<file path="src/rtl/wb_stats_pkg.sv">
package wb_stats_pkg;
  typedef enum logic [1:0] {
    PL_RED   = 2'd0,
    PL_GREEN = 2'd1,
    PL_BLUE  = 2'd2
  } plane_e;

  localparam int unsigned EXT_W = 17;  // headroom bits for 320x240 accumulation

  function automatic plane_e site_plane(input logic row_odd, input logic col_odd);
    unique case ({row_odd, col_odd})
      2'b00:   return PL_RED;
      2'b11:   return PL_BLUE;
      default: return PL_GREEN;
    endcase
  endfunction
endpackage

</file>
<file path="src/rtl/wb_bayer_phase.sv">
module wb_bayer_phase
  import wb_stats_pkg::*;
#(
  parameter int unsigned COLS = 320
) (
  input  logic   clk_i,
  input  logic   rst_ni,
  input  logic   valid_i,
  input  logic   sof_i,
  output plane_e plane_o
);
  localparam int unsigned COL_W = (COLS > 1) ? $clog2(COLS) : 1;
  localparam logic [COL_W-1:0] COL_LAST = COL_W'(COLS - 1);

  logic [COL_W-1:0] col_q, col_cur, col_nx;
  logic             row_q, row_cur, row_nx;

  // start marker forces the cell origin for the current pixel
  always_comb begin
    col_cur = sof_i ? '0 : col_q;
    row_cur = sof_i ? 1'b0 : row_q;
    if (col_cur == COL_LAST) begin
      col_nx = '0;
      row_nx = ~row_cur;
    end else begin
      col_nx = col_cur + 1'b1;
      row_nx = row_cur;
    end
  end

  assign plane_o = site_plane(row_cur, col_cur[0]);

  always_ff @(posedge clk_i or negedge rst_ni) begin
    if (!rst_ni) begin
      col_q <= '0;
      row_q <= 1'b0;
    end else if (valid_i) begin
      col_q <= col_nx;
      row_q <= row_nx;
    end
  end
endmodule

</file>
<file path="src/rtl/wb_sum_max.sv">
module wb_sum_max #(
  parameter int unsigned IN_W  = 10,
  parameter int unsigned ACC_W = 27
) (
  input  logic             clk_i,
  input  logic             rst_ni,
  input  logic             en_i,
  input  logic             clr_i,
  input  logic             hit_i,
  input  logic             latch_i,
  input  logic [IN_W-1:0]  val_i,
  output logic [ACC_W-1:0] sum_o,
  output logic [IN_W-1:0]  max_o
);
  logic [ACC_W-1:0] acc_q, acc_base, acc_nx, sum_q;
  logic [IN_W-1:0]  pk_q, pk_base, pk_nx, max_q;

  always_comb begin
    acc_base = clr_i ? '0 : acc_q;
    pk_base  = clr_i ? '0 : pk_q;
    acc_nx   = acc_base + (hit_i ? ACC_W'(val_i) : '0);
    pk_nx    = (hit_i && (val_i > pk_base)) ? val_i : pk_base;
  end

  always_ff @(posedge clk_i or negedge rst_ni) begin
    if (!rst_ni) begin
      acc_q <= '0;
      pk_q  <= '0;
      sum_q <= '0;
      max_q <= '0;
    end else begin
      if (en_i) begin
        acc_q <= acc_nx;
        pk_q  <= pk_nx;
      end
      // results include the closing pixel
      if (latch_i) begin
        sum_q <= acc_nx;
        max_q <= pk_nx;
      end
    end
  end

  assign sum_o = sum_q;
  assign max_o = max_q;
endmodule

</file>
<file path="src/rtl/wb_stats_accum.sv">
module wb_stats_accum
  import wb_stats_pkg::*;
#(
  parameter int unsigned PIX_W = 10,
  parameter int unsigned COLS  = 320,
  parameter int unsigned SUM_W = PIX_W + EXT_W,
  parameter int unsigned SQ_W  = 2 * PIX_W,
  parameter int unsigned SQS_W = 2 * PIX_W + EXT_W
) (
  input  logic             clk_i,
  input  logic             rst_ni,
  input  logic             valid_i,
  input  logic             sof_i,
  input  logic             eof_i,
  input  logic [PIX_W-1:0] pix_i,
  output logic [SUM_W-1:0] red_sum_o,
  output logic [SQS_W-1:0] red_sq_sum_o,
  output logic [PIX_W-1:0] red_max_o,
  output logic [SQ_W-1:0]  red_sq_max_o,
  output logic [SUM_W-1:0] green_sum_o,
  output logic [PIX_W-1:0] green_max_o,
  output logic [SUM_W-1:0] blue_sum_o,
  output logic [SQS_W-1:0] blue_sq_sum_o,
  output logic [PIX_W-1:0] blue_max_o,
  output logic [SQ_W-1:0]  blue_sq_max_o,
  output logic             done_o
);
  localparam int unsigned N_RB = 2;

  plane_e          plane;
  logic            clr, latch;
  logic [SQ_W-1:0] pix_sq;
  logic            done_q;

  logic [SUM_W-1:0] rb_sum [N_RB];
  logic [SQS_W-1:0] rb_sqs [N_RB];
  logic [PIX_W-1:0] rb_max [N_RB];
  logic [SQ_W-1:0]  rb_sqm [N_RB];

  assign clr   = valid_i & sof_i;
  assign latch = valid_i & eof_i;

  // one squarer serves red and blue: at most one of them per cycle
  assign pix_sq = SQ_W'(pix_i) * SQ_W'(pix_i);

  wb_bayer_phase #(.COLS(COLS)) u_phase (
    .clk_i   (clk_i),
    .rst_ni  (rst_ni),
    .valid_i (valid_i),
    .sof_i   (sof_i),
    .plane_o (plane)
  );

  for (genvar i = 0; i < N_RB; i++) begin : g_rb
    localparam plane_e PL = (i == 0) ? PL_RED : PL_BLUE;
    logic hit;
    assign hit = valid_i && (plane == PL);

    wb_sum_max #(.IN_W(PIX_W), .ACC_W(SUM_W)) u_lin (
      .clk_i   (clk_i),
      .rst_ni  (rst_ni),
      .en_i    (valid_i),
      .clr_i   (clr),
      .hit_i   (hit),
      .latch_i (latch),
      .val_i   (pix_i),
      .sum_o   (rb_sum[i]),
      .max_o   (rb_max[i])
    );

    wb_sum_max #(.IN_W(SQ_W), .ACC_W(SQS_W)) u_sq (
      .clk_i   (clk_i),
      .rst_ni  (rst_ni),
      .en_i    (valid_i),
      .clr_i   (clr),
      .hit_i   (hit),
      .latch_i (latch),
      .val_i   (pix_sq),
      .sum_o   (rb_sqs[i]),
      .max_o   (rb_sqm[i])
    );
  end

  logic g_hit;
  assign g_hit = valid_i && (plane == PL_GREEN);

  wb_sum_max #(.IN_W(PIX_W), .ACC_W(SUM_W)) u_green (
    .clk_i   (clk_i),
    .rst_ni  (rst_ni),
    .en_i    (valid_i),
    .clr_i   (clr),
    .hit_i   (g_hit),
    .latch_i (latch),
    .val_i   (pix_i),
    .sum_o   (green_sum_o),
    .max_o   (green_max_o)
  );

  always_ff @(posedge clk_i or negedge rst_ni) begin
    if (!rst_ni) done_q <= 1'b0;
    else         done_q <= latch;
  end

  assign done_o        = done_q;
  assign red_sum_o     = rb_sum[0];
  assign red_sq_sum_o  = rb_sqs[0];
  assign red_max_o     = rb_max[0];
  assign red_sq_max_o  = rb_sqm[0];
  assign blue_sum_o    = rb_sum[1];
  assign blue_sq_sum_o = rb_sqs[1];
  assign blue_max_o    = rb_max[1];
  assign blue_sq_max_o = rb_sqm[1];
endmodule

</file>
<file path="config.mk">
export PLATFORM = sky130hd
export DESIGN_NAME = wb_stats_accum
export DESIGN_NICKNAME = d
export VERILOG_FILES = /design/src/rtl/wb_stats_pkg.sv /design/src/rtl/wb_bayer_phase.sv /design/src/rtl/wb_sum_max.sv /design/src/rtl/wb_stats_accum.sv
export SDC_FILE = /design/constraint.sdc
export NUM_CORES = 1
export LEC_CHECK = 0
export BUFFER_PORTS_ARGS = -buffer_cell sky130_fd_sc_hd__buf_2
export CORE_UTILIZATION = 50
export CTS_CLUSTER_DIAMETER = 200
export DETAILED_ROUTE_END_ITERATION = 16
export PLACE_DENSITY = 0.68
export SKIP_CTS_REPAIR_TIMING = 1
export SLEW_MARGIN = 20
export SYNTH_ARGS = -nofsm -noshare
export SYNTH_HDL_FRONTEND = slang
export SYNTH_HIERARCHICAL = 1
export SYNTH_SLANG_ARGS = --single-unit
</file>
<file path="constraint.sdc">
create_clock -name clk_i -period 4.3 [get_ports clk_i]
set_input_delay 0.645 -clock clk_i [delete_from_list [all_inputs] [get_ports clk_i]]
set_output_delay 0.645 -clock clk_i [all_outputs]
set_load 0.05 [all_outputs]
</file>
==> results of run 1 <==
-- cell families (layout without fill, tap and decap cells) --
logic type | after synthesis | count (layout)
muxes | 256 | 256
buffers and inverters | 399 | 965
adders and majority gates | 243 | 243
other | 1 | 8
AOI/OAI and AO/OA | 727 | 728
and+or+nand+nor | 1102 | 1103
DFF | 461 | 461
xor gates and xnor gates | 135 | 135
-- per-stage QoR --
| step | setup slack, ps | setup TNS [ps] |
|---|---|---|
| 2_1_floorplan | -2440 | -391930 |
| 3_3_place_gp | -2700 | -498300 |
| 3_5_place_dp | -2790 | -515430 |
| 4_1_cts | -2190 | -385620 |
| 5_1_grt | -2230 | -393850 |
| 6_report | -2010 | -352020 |
-- flip-flops by register name (all words and copies together) (netlist names) --
signal,count
done_o,1
g_rb.u_lin/acc_q,54
g_rb.u_lin/max_o,20
g_rb.u_lin/pk_q,20
g_rb.u_lin/sum_o,54
g_rb.u_sq/acc_q,74
g_rb.u_sq/max_o,40
g_rb.u_sq/pk_q,40
g_rb.u_sq/sum_o,74
u_green/acc_q,27
u_green/max_o,10
u_green/pk_q,10
u_green/sum_o,27
u_phase/col_q,9
u_phase/row_q,1
-- worst max-delay path, delay by kind of cell --
kind | cells | cell delay [ps]
AO/OA/AOI/OAI | 5 | 1090
XOR/XNOR | 1 | 180
AND/OR/NAND/NOR | 6 | 860
buffers and inverters | 8 | 870
adder cells (fa/ha/maj) | 7 | 2870
multiplexers | 1 | 270
-- metal layers --
layer  track usage  routed length (um)  vias to the layer above
met5             0                   0                        -
met4        0.0725                2190                        0
met3        0.0377                3950                      140
met2         0.424               39800                      576
met1         0.358               38700                    12700
li1              -                   -                    12700
-- layout make-up --
cell class | instances | share of cell area
Sequential cell | 461 | 0.291
Timing Repair Buffer | 621 | 0.115
Tap cell | 837 | 0.0264
Inverter | 244 | 0.0232
Clock inverter | 30 | 0.0101
Multi-Input combinational cell | 2473 | 0.497
Clock buffer | 70 | 0.0376
-- synth_stat cells, types with 13 or more instances --
library cell / n / share of area
ha_1: 191 / 0.077
nor3_1: 22 / 0.0035
xnor2_1: 101 / 0.028
nand4_1: 46 / 0.0092
a211oi_1: 20 / 0.0048
o211ai_1: 38 / 0.0092
mux2_2: 176 / 0.064
nand3_1: 50 / 0.0080
and3_1: 21 / 0.0042
inv_1: 244 / 0.029
o21ai_1: 13 / 0.0021
a21o_1: 57 / 0.014
clkbuf_1: 128 / 0.015
o22ai_1: 20 / 0.0040
xor2_1: 34 / 0.0096
a221o_1: 37 / 0.012
a31oi_1: 19 / 0.0038
o21a_1: 17 / 0.0041
nor2_1: 174 / 0.021
o21ai_0: 150 / 0.024
or3_1: 13 / 0.0026
dfrtp_1: 461 / 0.37
and2_1: 103 / 0.021
nand2_1: 393 / 0.047
nor2b_1: 168 / 0.034
mux2i_1: 77 / 0.025
o31ai_1: 20 / 0.0048
a21oi_1: 182 / 0.029
fa_1: 52 / 0.033
nand2b_1: 40 / 0.0080
buf_2: 14 / 0.0022
-- power groups by stage --
stage / sequential, mW / clock [mW] / combinational, mW
final: 5.79 / 4.88 / 14.8
after global routing: 5.90 / 5.15 / 16.0
after CTS: 5.79 / 5.00 / 13.4
after detailed placement: 5.85 / 0 / 13.3
after global placement: 5.83 / 0 / 13.1
after floorplan: 7.34 / 0 / 7.13
-- worst paths after layout --
path                                               startpoint                                  to  cells after the start
setup reg to reg                 u_phase/col_q[0]$_DFFE_PN0P_  g_rb[1].u_sq/acc_q[34]$_DFFE_PN0P_                     16
hold reg to reg            g_rb[0].u_lin/acc_q[7]$_DFFE_PN0P_  g_rb[0].u_lin/acc_q[7]$_DFFE_PN0P_                      2
setup / recovery                                     pix_i[5]  g_rb[1].u_sq/sum_o[34]$_DFFE_PN0P_                     28
hold / removal                                         rst_ni  g_rb[0].u_sq/sum_o[26]$_DFFE_PN0P_                      1
max in group asynchronous                              rst_ni       u_green/acc_q[14]$_DFFE_PN0P_                      2
min in group clk_i                                    valid_i           u_phase/row_q$_DFFE_PN0P_                      2
==> impl_metrics.toml, run 1 <==
[yosys]
synth_mux_area_frac = 0.0896
synth-async-reset-ratio = 1.00
synth_xor_area_frac = 0.0380
syn_area_um2 = 31100
synth_warnings = 6
synth-simple-area-share = 0.179
synth.yosys.seq_area_share = 0.370
synth_top_family_by_area = "simple AND/OR/NAND/NOR gates"
synthAdderAreaFrac = 0.110
syn_avg_cell_area_um2 = 9.37
ys_ff_latch = 461
synth_compound_area_frac = 0.163
ys.flop_type = "dfrtp_1"
synth_cell_type_count = 109
synth_edf_count = 0
synth_cells = 3324

[critical_path]
end_kind = "register"
cp_slowest_cell = "fa_2"
crit_type = "in2reg"
worstPathRequired_ps = 4790
slowest_delay_ps = 570
worst_setup_path_start_kind = "input pin"
rrSetupSlack_ps = 290
worstPathArrival_ps = 6800
cp_max_fo = 8

[floorplan]
core_um2 = 61600
die_area_um2 = 63300
ioPinCount = 241
initial_core_util = 0.506
num_rows = 91
die_w_um = 252
die_h_um = 252

[sta]
fin_crit_sh = 1.47
rsz0062_at_grt = "yes"
fin_hold_ws_ps = 37.5
max_clock_freq_mhz = 158
relSlewSlack = 0.467
drv_slew = 0
period_minus_slack_ps = 6310
setup_viol = 208
hold_viol_final = 0
timing.final.ws_setup_ps = -2010
worst_pin_slew_ps = 799
fin_skew_ps = 18.0

[clock_tree]
cts_sinks = 461
cts_buffers = 53
cts_max_level = 2
clk_latency_ps = 620
clock-root-buffer = "clkbuf_16"
clk_path_buf_depth = 3
clk_pin_slew_worst_paths_ps = 60
tritoncts = "done"

[drt]
viasPerCell = 5.52
wl_mm = 84.6
avgRoutedWirePerCell_um = 17.9
dr.pass1.iters = 7
drt_iter0_markers = 1434
vias = 26100
postRouteAntennaNets = 0
drc_errors = 0

[power_and_ir_drop]
combPwrFrac = 0.581
power_density_nw_per_um2 = 642
peakVddDrop_uv = 574
netSwitchingPower_mw = 10.8
power_frac_seq = 0.228
p_int_mw = 14.6
p_leak_nw = 19.4
clock_power_share = 0.192
p_total_mw = 25.5
switching_share = 0.425

[layout]
layout_common_cells = "461 x dfrtp_1, 383 x nand2_1, 335 x buf_4"
layout.nets = 4112
fill_cells = 4978
layoutNonFillerInstCount = 4736
fin_area_um2 = 39700
multi_input_area_um2 = 19700
register_area_um2 = 11500
insertedDiodeCount = 0
syn2layout_area_growth_pct = 27.3
drive_gt1_frac = 0.300
final_util = 0.644
final_common_cell = "dfrtp_1"

[grt]
grt_first_pass_wirelength_mm = 134
grt_util_all_layers = 0.259
gr-total-overflow = 0
grt_pass1_vias = 25300
antenna_found_initial = 0
grt_max_degree = 88

[placement]
dp_hpwl_mm = 60.7
gp_congestion = 0.916
postPlaceCellArea_um2 = 36400
portBuffers = 240
dp_cells = 4607

[status]
violations = "setup timing"
status = "finished with violations"

[job]
max_cap_violations = 0

[hold_path]
hold_path_class = "in2async"
Power figures use the tool's default switching activity.
==> inputs of run 2 (changes only) <==
--- a/config.mk
+++ b/config.mk
@@ -5,11 +5,12 @@
 export SDC_FILE = /design/constraint.sdc
 export NUM_CORES = 1
 export LEC_CHECK = 0
-export BUFFER_PORTS_ARGS = -buffer_cell sky130_fd_sc_hd__buf_2
+export ABC_AREA = 0
+export CORE_MARGIN = 2
 export CORE_UTILIZATION = 50
 export CTS_CLUSTER_DIAMETER = 200
 export DETAILED_ROUTE_END_ITERATION = 16
-export PLACE_DENSITY = 0.68
+export DONT_BUFFER_PORTS = 1
 export SKIP_CTS_REPAIR_TIMING = 1
 export SLEW_MARGIN = 20
 export SYNTH_ARGS = -nofsm -noshare
==> run 2 against run 1 <==
- the run ends with hold timing, slew limit, setup timing left
- clock skew increased by 14 ps
- core utilization is 1.9 points lower
- power is 1.6% lower
- sequential share of layout area up 0.89 points
- global-route usage is 0.28 points higher
- clock-buffer cell count is 3 higher
- die area rose by 1.6%
- worst setup slack gained 78 ps
- critical endpoint is now g_rb[1].u_sq/sum_o[35]$_DFFE_PN0P_
==> impl_metrics.toml, run 2 (synthesis results as in run 1) <==
[critical_path]
crit_type = "in2reg"
critPathTopFamily = "adder cells"
r2r_end = "g_rb[1].u_sq/sum_o[34]$_DFFE_PN0P_"
worstPathArrival_ps = 6710
cpMostUsedCell = "fa_1"
end_kind = "register"
r2r_start = "u_phase/col_q[0]$_DFFE_PN0P_"
cp_max_fo = 25
slowest_delay_ps = 510
rrSetupSlack_ps = 230
path_buf_inv = 7
reg2regPathDepth = 15
worstPathRequired_ps = 4780
cp_slowest_cell = "fa_1"
worst_setup_path_start_kind = "input pin"

[drt]
postRouteAntennaNets = 0
drt_iter0_markers = 1397
dr.pass1.iters = 6
viasPerCell = 5.69
drc_errors = 0
avgRoutedWirePerCell_um = 19.7
vias = 25300
wl_mm = 88.0

[placement]
dp_hpwl_mm = 59.5
dp_cells = 4303
pre_cts_ws_ps = -2540
gp_congestion = 0.873
portBuffers = 0

[layout]
final_common_cell = "dfrtp_1"
final_util = 0.625
drive_gt1_frac = 0.264
insertedDiodeCount = 0
layoutNonFillerInstCount = 4456
layout_common_cells = "461 x dfrtp_1, 360 x nand2_1, 280 x buf_4"
layout.nets = 3839
fill_cells = 5105
syn2layout_area_growth_pct = 23.5

[sta]
period_minus_slack_ps = 6230
fin_hold_ws_ps = -277
drv_slew = 329
timing.final.ws_setup_ps = -1930
fin_crit_sh = 1.45
rsz0062_at_grt = "yes"
fin_skew_ps = 31.5
setup_viol = 206
relSlewSlack = -0.896
hold_viol_final = 89
max_clock_freq_mhz = 160
worst_pin_slew_ps = 2840

[floorplan]
die_h_um = 254
num_rows = 91
core_um2 = 61600
die_area_um2 = 64300
ioPinCount = 241
die_w_um = 254
initial_core_util = 0.506

[clock_tree]
clk_latency_ps = 620
clk_path_buf_depth = 3
clk_pin_slew_worst_paths_ps = 60
cts_buffers = 53
cts_sinks = 461
tritoncts = "done"
cts_max_level = 2
clock-root-buffer = "clkbuf_16"

[grt]
grt_pass1_vias = 25300
grt_util_all_layers = 0.262
antenna_found_initial = 1
grt_max_degree = 462
gr-total-overflow = 0
grt_first_pass_wirelength_mm = 136

[hold_path]
hold_path_class = "in2async"

[power_and_ir_drop]
peakVddDrop_uv = 517
power_density_nw_per_um2 = 651
p_leak_nw = 18.3

[status]
violations = "hold timing, slew limit, setup timing"
status = "finished with violations"

[job]
max_cap_violations = 0
-- run 2: worst max-delay path by stage --
stage                     cells after the start                            endpoint  startpoint  slack [ps]
final                                        29  g_rb[1].u_sq/sum_o[35]$_DFFE_PN0P_    pix_i[1]       -1930
after floorplan                              27  g_rb[1].u_sq/sum_o[31]$_DFFE_PN0P_    pix_i[3]       -2440
after CTS                                    28   g_rb[0].u_sq/max_o[7]$_DFFE_PN0P_    pix_i[6]       -1940
after global placement                       26  g_rb[1].u_sq/sum_o[31]$_DFFE_PN0P_    pix_i[6]       -2510
after detailed placement                     27  g_rb[0].u_sq/sum_o[35]$_DFFE_PN0P_    pix_i[6]       -2540
after global routing                         29  g_rb[1].u_sq/sum_o[35]$_DFFE_PN0P_    pix_i[1]       -2130
-- run 2: final cells by class --
class	count	area, um^2	area share
Clock buffer	73	1510	0.0393
Clock inverter	20	224	0.00582
Inverter	244	916	0.0238
Multi-Input combinational cell	2473	20000	0.521
Sequential cell	461	11500	0.300
Tap cell	837	1050	0.0272
Timing Repair Buffer	348	3200	0.0832
-- run 2: through the flow --
| stage | power [mW] | area [um^2] | TNS, ps |
|---|---|---|---|
| final | 25.1 | 38500 | -338330 |
| after global routing | 26.6 | 38500 | -378590 |
| after CTS | 23.5 | 36400 | -338300 |
| after global placement | 18.5 | 34700 | -453080 |
| after detailed placement | 18.8 | 34700 | -468100 |
| after floorplan | 14.5 | 32200 | -391930 |
-- run 2: worst register-to-register path, stage by stage (launching register included) --
cell and delay [ps]:
dfrtp_1 410, nor2b_1 170, ha_1 330, and3b_1 450, buf_4 310, and2_1 160, ha_1 260, a21o_1 210
a311oi_1 280, buf_4 170, o31a_1 180, buf_4 150, a31oi_4 120, o211ai_1 340, xnor2_1 150, mux2_2 270
-- run 2: power breakdown --
part           switching [mW]  internal (mW)  leakage, nW
sequential               2.35           5.20         5.99
combinational            6.52           6.43         11.4
clock                    1.87           2.69        0.857
-- run 2: per-layer routing --
layer | part of all wire | track usage | vias to the layer above
met3 | 0.057 | 0.0519 | 139
met5 | 0.00013 | 0 | -
met1 | 0.43 | 0.340 | 12600
li1 | - | - | 12100
met2 | 0.48 | 0.445 | 510
met4 | 0.028 | 0.0715 | 2
